### src/rtl/extPulsePkg.sv
package extPulsePkg;

  typedef struct packed {
    logic load;
    logic dec;
  } pulseStrobe_t;

  localparam logic [7:0] KEY_ACT_HIGH   = 8'hA5;
  localparam logic [7:0] KEY_ACT_LOW    = 8'h5A;
  localparam logic [7:0] KEY_PUSH_PULL  = 8'hA8;
  localparam logic [7:0] KEY_OPEN_DRAIN = 8'h8A;

  localparam int REG_W = 32;
  localparam int FLAG_W = 2;

endpackage

### src/rtl/extPulseDatapath.sv
module extPulseDatapath
  import extPulsePkg::*;
#(
  parameter int DUR_W = 20,
  parameter int ADDR_W = 8,
  parameter logic [ADDR_W-1:0] CFG_OFFSET = ADDR_W'('h18)
) (
  input  logic               clk,
  input  logic               rstN,
  input  logic               busWrEn,
  input  logic [ADDR_W-1:0]  busAddr,
  input  logic [REG_W-1:0]   busWrData,
  input  pulseStrobe_t       strobe,
  output logic [REG_W-1:0]   busRdData,
  output logic               actHigh,
  output logic               pushPull,
  output logic               cntZero
);

  localparam int PAD_W = REG_W - FLAG_W - DUR_W;
  localparam logic [DUR_W-1:0] DUR_RESET = DUR_W'(255);

  logic [DUR_W-1:0] durReg;
  logic [DUR_W-1:0] cnt;
  logic [REG_W-1:0] rdWord;
  logic             cfgWr;
  logic [7:0]       keyByte;

  assign cfgWr   = busWrEn && (busAddr == CFG_OFFSET);
  assign keyByte = busWrData[REG_W-1 -: 8];

  always_ff @(posedge clk) begin
    if (!rstN) begin
      durReg   <= DUR_RESET;
      actHigh  <= 1'b0;
      pushPull <= 1'b0;
    end else if (cfgWr) begin
      durReg <= busWrData[DUR_W-1:0];
      case (keyByte)
        KEY_ACT_HIGH:   actHigh  <= 1'b1;
        KEY_ACT_LOW:    actHigh  <= 1'b0;
        KEY_PUSH_PULL:  pushPull <= 1'b1;
        KEY_OPEN_DRAIN: pushPull <= 1'b0;
        default: ;
      endcase
    end
  end

  always_ff @(posedge clk) begin
    if (!rstN) begin
      cnt <= '0;
    end else if (strobe.load) begin
      cnt <= durReg;
    end else if (strobe.dec) begin
      cnt <= cnt - 1'b1;
    end
  end

  assign cntZero = (cnt == '0);

  generate
    if (PAD_W > 0) begin : g_padded
      assign rdWord = {actHigh, pushPull, {PAD_W{1'b0}}, durReg};
    end else begin : g_full
      assign rdWord = {actHigh, pushPull, durReg};
    end
  endgenerate

  assign busRdData = (busAddr == CFG_OFFSET) ? rdWord : '0;

  // the duration field takes the written bits
  a_r2_dur_written: assert property (@(posedge clk) disable iff (!rstN)
    cfgWr |=> durReg == $past(busWrData[DUR_W-1:0]));

  // the high-polarity key sets active-high
  a_r4_key_high: assert property (@(posedge clk) disable iff (!rstN)
    (cfgWr && keyByte == KEY_ACT_HIGH) |=> actHigh);

  // the open-drain key clears push-pull
  a_r5_key_od: assert property (@(posedge clk) disable iff (!rstN)
    (cfgWr && keyByte == KEY_OPEN_DRAIN) |=> !pushPull);

  // other top bytes leave the mode flags alone
  a_r6_other_key: assert property (@(posedge clk) disable iff (!rstN)
    (cfgWr && keyByte != KEY_ACT_HIGH && keyByte != KEY_ACT_LOW &&
     keyByte != KEY_PUSH_PULL && keyByte != KEY_OPEN_DRAIN)
    |=> $stable(actHigh) && $stable(pushPull));

  // each decrement lowers the count by one
  a_r3_count_step: assert property (@(posedge clk) disable iff (!rstN)
    strobe.dec |=> cnt == $past(cnt) - 1'b1);

endmodule

### src/rtl/extPulseCtrl.sv
module extPulseCtrl
  import extPulsePkg::*;
(
  input  logic         clk,
  input  logic         rstN,
  input  logic         trigger,
  input  logic         tick,
  input  logic         cntZero,
  input  logic         actHigh,
  input  logic         pushPull,
  output pulseStrobe_t strobe,
  output logic         padOut,
  output logic         padOe
);

  logic active;
  logic endTick;

  always_comb begin
    strobe.load = trigger && !active;
    strobe.dec  = active && tick && !cntZero;
    endTick     = active && tick && cntZero;
  end

  always_ff @(posedge clk) begin
    if (!rstN) begin
      active <= 1'b0;
    end else if (strobe.load) begin
      active <= 1'b1;
    end else if (endTick) begin
      active <= 1'b0;
    end
  end

  assign padOut = active ? actHigh : !actHigh;
  assign padOe  = pushPull || active;

  // a pulse only starts from a trigger
  a_r3_start_from_trigger: assert property (@(posedge clk) disable iff (!rstN)
    $rose(active) |-> $past(trigger));

  // a pulse only ends on a tick with the count exhausted
  a_r3_end_on_last_tick: assert property (@(posedge clk) disable iff (!rstN)
    $fell(active) |-> $past(tick && cntZero));

  // a running pulse holds until its last tick, triggers notwithstanding
  a_r8_hold_while_running: assert property (@(posedge clk) disable iff (!rstN)
    (active && !(tick && cntZero)) |=> active);

endmodule

### src/rtl/extPulseGen.sv
module extPulseGen
  import extPulsePkg::*;
#(
  parameter bit NARROW = 1'b0,
  parameter int ADDR_W = 8,
  parameter logic [ADDR_W-1:0] CFG_OFFSET = ADDR_W'('h18)
) (
  input  logic              clk,
  input  logic              rstN,
  input  logic              busWrEn,
  input  logic [ADDR_W-1:0] busAddr,
  input  logic [31:0]       busWrData,
  output logic [31:0]       busRdData,
  input  logic              tick,
  input  logic              trigger,
  output logic              padOut,
  output logic              padOe
);

  localparam int DUR_W = NARROW ? 8 : 20;

  pulseStrobe_t strobe;
  logic actHigh;
  logic pushPull;
  logic cntZero;

  extPulseDatapath #(
    .DUR_W(DUR_W),
    .ADDR_W(ADDR_W),
    .CFG_OFFSET(CFG_OFFSET)
  ) u_datapath (
    .clk(clk),
    .rstN(rstN),
    .busWrEn(busWrEn),
    .busAddr(busAddr),
    .busWrData(busWrData),
    .strobe(strobe),
    .busRdData(busRdData),
    .actHigh(actHigh),
    .pushPull(pushPull),
    .cntZero(cntZero)
  );

  extPulseCtrl u_ctrl (
    .clk(clk),
    .rstN(rstN),
    .trigger(trigger),
    .tick(tick),
    .cntZero(cntZero),
    .actHigh(actHigh),
    .pushPull(pushPull),
    .strobe(strobe),
    .padOut(padOut),
    .padOe(padOe)
  );

endmodule

### config.mk
export PLATFORM = sky130hd
export DESIGN_NAME = extPulseGen
export DESIGN_NICKNAME = d
export VERILOG_FILES = /design/src/rtl/extPulsePkg.sv /design/src/rtl/extPulseDatapath.sv /design/src/rtl/extPulseCtrl.sv /design/src/rtl/extPulseGen.sv
export SDC_FILE = /design/constraint.sdc
export NUM_CORES = 1
export LEC_CHECK = 0
export BUFFER_PORTS_ARGS = -buffer_cell sky130_fd_sc_hd__buf_2
export CORE_MARGIN = 2
export CORE_UTILIZATION = 40
export CTS_CLUSTER_SIZE = 30
export DETAILED_ROUTE_END_ITERATION = 8
export PLACE_DENSITY = 0.79
export SLEW_MARGIN = 40
export SYNTH_ARGS = -nofsm -noshare
export SYNTH_HDL_FRONTEND = slang
export SYNTH_HIERARCHICAL = 1
export SYNTH_SLANG_ARGS = --single-unit
### constraint.sdc
create_clock -name clk -period 2.66 [get_ports clk]
set_input_delay 0.399 -clock clk [delete_from_list [all_inputs] [get_ports clk]]
set_output_delay 0.399 -clock clk [all_outputs]
set_load 0.03 [all_outputs]
Yosys cells after proc, flatten, opt, wreduce, memory -nomap -nowiden

Cells that the tools add are included.

Bits in registers: 43
Bits in writable memories: 0
Bits in read-only memories: 0
Memories kept: 0
Latch bits: 0
Output and inout port bits: 34

Bitwise logic cells: 0
Reduce and logical (&&, ||, !) cells: 16
Mux-type cells: 8
Shift-type cells: 0
Eq/ne operators: 5
Div/mod/pow operators: 0
Add/sub/neg operators: 1
$lt $le $gt $ge: 0
Multiply operators: 0

Operators by type and width:

| cell                                                 | count |
|---|---|
| 2-to-1 mux 20 bit                                    | 2 |
| 2-to-1 mux 32 bit                                    | 1 |
| equality test 8 bit (second input constant)          | 3 |
| logical NOT 20 bit                                   | 1 |
| subtractor 20 x 1 -> 20 bit (second input constant)  | 1 |
| equality test 8 x 5 -> 1 bit (second input constant) | 1 |
| equality test 8 x 7 -> 1 bit (second input constant) | 1 |
| nonzero test 2 bit                                   | 4 |
| logical AND 1 bit                                    | 5 |
| one-hot mux 1 bit (2 select lines)                   | 2 |
| AND reduction 2 bit                                  | 2 |
| logical NOT 1 bit                                    | 3 |
| 2-to-1 mux 1 bit                                     | 3 |
| logical OR 1 bit                                     | 1 |

Logic depth before layout (Yosys ltp)

Depth in word-level cells: 5
Gate-level depth with buffers: 11
Mapped depth without buffers: 9

Cells and area by module

Netlist, hierarchy kept.

Modules (own cells, without submodules):

| module           | seq. area each (µm²) | area an instance (µm²) | times used | cells each |
|---|---|---|---|---|
| extPulseDatapath | 840.8                | 2,289.7                | 1          | 285 |
| extPulseCtrl     | 20.0                 | 62.6                   | 1          | 8 |

Least setup slack after synthesis

No wires, ideal clock.

Path kind: reg2reg
From: reg u_datapath.cnt[2]
To: reg u_datapath.cnt[5]
Path slack: 179 ps
Period minus slack after synthesis: 2,481 ps
Library setup time: 122 ps
Stages on the path, launching flop included: 11
Arrival time: 2,359 ps
Cell sequence: dfxtp_1 buf_6 nor4_4 nand4_2 nor4_1 nor2_1 buf_2 or3b_2 clkbuf_1 nor2_1 o311a_1

RTL lines:

| element                  | line                   | source |
|---|---|---|
| start: declaration       | extPulseDatapath.sv:24 | `logic [DUR_W-1:0] cnt;` |
| start signal: assignment | extPulseDatapath.sv:53 | `cnt <= durReg;` |
| start signal: assignment | extPulseDatapath.sv:55 | `cnt <= cnt - 1'b1;` |

==> results.sh <==
export IMPL_gp_congestion=0.766
export IMPL_fin_tns_setup_ns=0
export IMPL_p_seq_frac=0.482
export IMPL_relSlewSlack=0.542
export IMPL_drc_errors=0
export IMPL_synth_top_area_frac=0.366
export IMPL_setup_viol=0
export IMPL_postSynth_asyncResetShare=0
export IMPL_grt_use_total=0.182
export IMPL_multiInputGateArea_mm2=0.00138
export IMPL_grt_pass1_wl_um=9370
export IMPL_worst_slack_ns=0.162
export IMPL_core_mm2=0.00561
export IMPL_rsz0062_at_grt="false"
export IMPL_synthFlopType="dfxtp_1"
export IMPL_cts_buffers_inserted=5
export IMPL_grt_start_max_net_pins=46
export IMPL_port_buffers=64
export IMPL_drt_wirelength_per_cell_um=13.3
export IMPL_pwr_share_clk=0.357
export IMPL_layout_cells_non_filler=423
export IMPL_avgSynthCellArea_um2=8.03
export IMPL_antenna_found_initial=0
export IMPL_totalWireLength_um=5610
export IMPL_post_cts_buffers=0
export IMPL_place_inst=415
export IMPL_yosysMostFrequentCell="dfxtp_1"
export IMPL_synth_area_mux_share=0.00426
export IMPL_synth_seq_cells=43
export IMPL_dieHeight_um=80.7
export IMPL_p_sw_frac=0.266
export IMPL_synth_xor_area_frac=0.0372
export IMPL_regArea_um2=861
export IMPL_seq_area_frac_synth=0.366
export IMPL_critPathKind="reg -> reg"
export IMPL_maxCapViolations=0
export IMPL_h_tree_depth=2
export IMPL_min_period_over_period=0.939
export IMPL_crit_arrival_ns=2.68
export IMPL_drive_above_1_share=0.262
export IMPL_grt_pass1_vias=2079
export IMPL_dr_pass1_iters=4
export IMPL_final_util=0.506
export IMPL_syn_inst=293
export IMPL_clock_path_buffers=2
export IMPL_hold_class="in -> reg"
export IMPL_post_route_min_period_ns=2.50
export IMPL_outcome="complete, no violations"
export IMPL_cts_root_buf="clkbuf_8"
export IMPL_p_per_area_mw_per_mm2=514
export IMPL_cts_tree="built"
export IMPL_dp_final_hpwl_um=4030
export IMPL_p_int_w=0.00107
export IMPL_viasPerCell=5.44
export IMPL_clk_pin_slew_worst_paths_ns=0.08
export IMPL_p_switching_w=0.000389
export IMPL_final_hold_violation_count=0
export IMPL_ant_nets=0
export IMPL_p_leak_nw=1.28
export IMPL_diodes=0
export IMPL_row_count=27
export IMPL_dpl_worst_slack_ns=0.216
export IMPL_synthesis_area_mm2=0.00235
export IMPL_chipWidth_um=80.7
export IMPL_drt_initial_drc_count=102
export IMPL_grt_overflow_total=0
export IMPL_yosysWarnings=6
export IMPL_cts_sinks=43
export IMPL_synth_compound_area_frac=0.172
export IMPL_vdd_ir_drop_max_mv=0.359
export IMPL_worstSetupEndpointType="register"
export IMPL_synth_top_family_by_area="simple AND/OR/NAND/NOR gates"
export IMPL_synth_simple_area_share=0.332
export IMPL_cp_required_ns=2.84
export IMPL_crit_path_start_kind="register"
export IMPL_vias=2301
export IMPL_skew_ns=0.00382
export IMPL_worstPathMaxFanout=12
export IMPL_slew_viol_final=0
export IMPL_area_growth_synth_to_final_pct=20.7
export IMPL_start_util=0.419
export IMPL_layout_nets=397
export IMPL_yosysTopAreaCell="dfxtp_1"
export IMPL_fmax_mhz=400
export IMPL_die_area_mm2=0.00651
export IMPL_tightest_slew_ns=0.687
export IMPL_ys_top_cells_by_area="dfxtp_1 37%, nand3_1 7.0%, and3_1 6.1%, nand2_1 4.6%, buf_4 3.2%"
export IMPL_fill_cells=548
export IMPL_num_io_pins=79
export IMPL_yosysUniqueCellTypes=51
export IMPL_clk_latency_ns=0.29
export IMPL_synth_edf_count=0
export IMPL_comb_power_share=0.161
export IMPL_synth_adder_area_share=0.0106
export IMPL_synth_top_cells_by_count="43 x dfxtp_1, 33 x nand3_1, 29 x nand2_1"
==> metal layers <==
metal  GRT usage  vias to the layer above  share of wire
met4      0.0678                        0          0.010
met3      0.0483                        6          0.072
li1            -                     1147              -
met2       0.302                      109           0.47
met5           0                        -              0
met1       0.227                     1039           0.45
==> kinds of logic after synthesis <==
logic type / after synthesis
muxes: 1
other: 1
buffers and inverters: 35
xor gates and xnor gates: 10
adders and majority gates: 2
DFF: 43
and+or+nand+nor: 141
AOI/OAI and AO/OA: 60
==> final timing paths <==
check	startpoint	to	slack, ns	depth (start not counted)
worst min-delay path	tick	u_ctrl/active	0.32	2
worst max register to register	u_datapath/cnt[0]	u_datapath/cnt[5]	0.16	8
worst max-delay path	u_datapath/cnt[0]	u_datapath/cnt[5]	0.16	8
worst min register to register	u_datapath/durReg[12]	u_datapath/durReg[12]	0.46	2
==> critical path, stage by stage, from the launching register on <==
cell and delay (ns):
dfxtp_1 0.39, inv_1 0.08, ha_1 0.19, inv_1 0.06
nor4_2 0.05, nor2_1 0.35, or3b_2 0.62, o41a_1 0.34
o311a_1 0.29
==> sequential cells by signal, summed over array words and instances (netlist names) <==
name	flops
u_ctrl/active	1
u_datapath/actHigh	1
u_datapath/cnt	20
u_datapath/durReg	20
u_datapath/pushPull	1
==> placed cells by master, fill, tap and decap left out, types with 2 or more instances in the layout <==
cell type   n
nor4_2      2
o311a_1     3
a31oi_1     7
o31ai_1     4
nor4b_2     2
nor3_1      3
a21boi_0    3
dfxtp_1    43
nand3_1    33
buf_4       8
nand2b_1    4
nor4_1      3
o31a_1      2
nand4_1     2
a21boi_1    9
clkbuf_8    6
ha_1        2
inv_1       3
conb_1     10
o41ai_1     2
nor3b_1     3
or4_1       5
and3_1     23
a21oi_1     8
a211oi_1    2
xnor2_1     7
and2_1      3
xor2_1      3
o21ai_0    15
nor2_1     16
nand2_1    29
or3b_2      2
buf_2      64
==> power groups by stage <==
stage	registers, W	logic (W)	clock network (W)
2_1_floorplan	0.000707	0.000177	0
3_3_place_gp	0.000715	0.000224	0
3_5_place_dp	0.000716	0.000229	0
4_1_cts	0.000701	0.000231	0.000536
5_1_grt	0.000708	0.000261	0.000564
6_report	0.000704	0.000235	0.000521
==> timing repair <==
| action | CTS | global route |
|---|---|---|
| hold buffers | 0 | 0 |
| endpoints found under the setup margin | 0 | 3 |
| resized for setup | 0 | 3 |
==> stage by stage <==
step	instance area, um2	hold WS, ns	power, W
6_report	2840	0.321	0.00146
5_1_grt	2840	0.309	0.00153
4_1_cts	2820	0.302	0.00147
3_5_place_dp	2700	0.453	0.000945
3_3_place_gp	2700	0.450	0.000939
2_1_floorplan	2390	0.438	0.000884
==> cell type report <==
type / instances / share of cell area
clock inverters: 2 / 0.0123
multi-input cells: 224 / 0.485
inverters: 4 / 0.00529
flip-flops and latches: 43 / 0.303
clock buffers: 6 / 0.0291
well taps: 72 / 0.0317
repair buffers: 72 / 0.134
No activity file was read; power rests on OpenSTA's default activity.
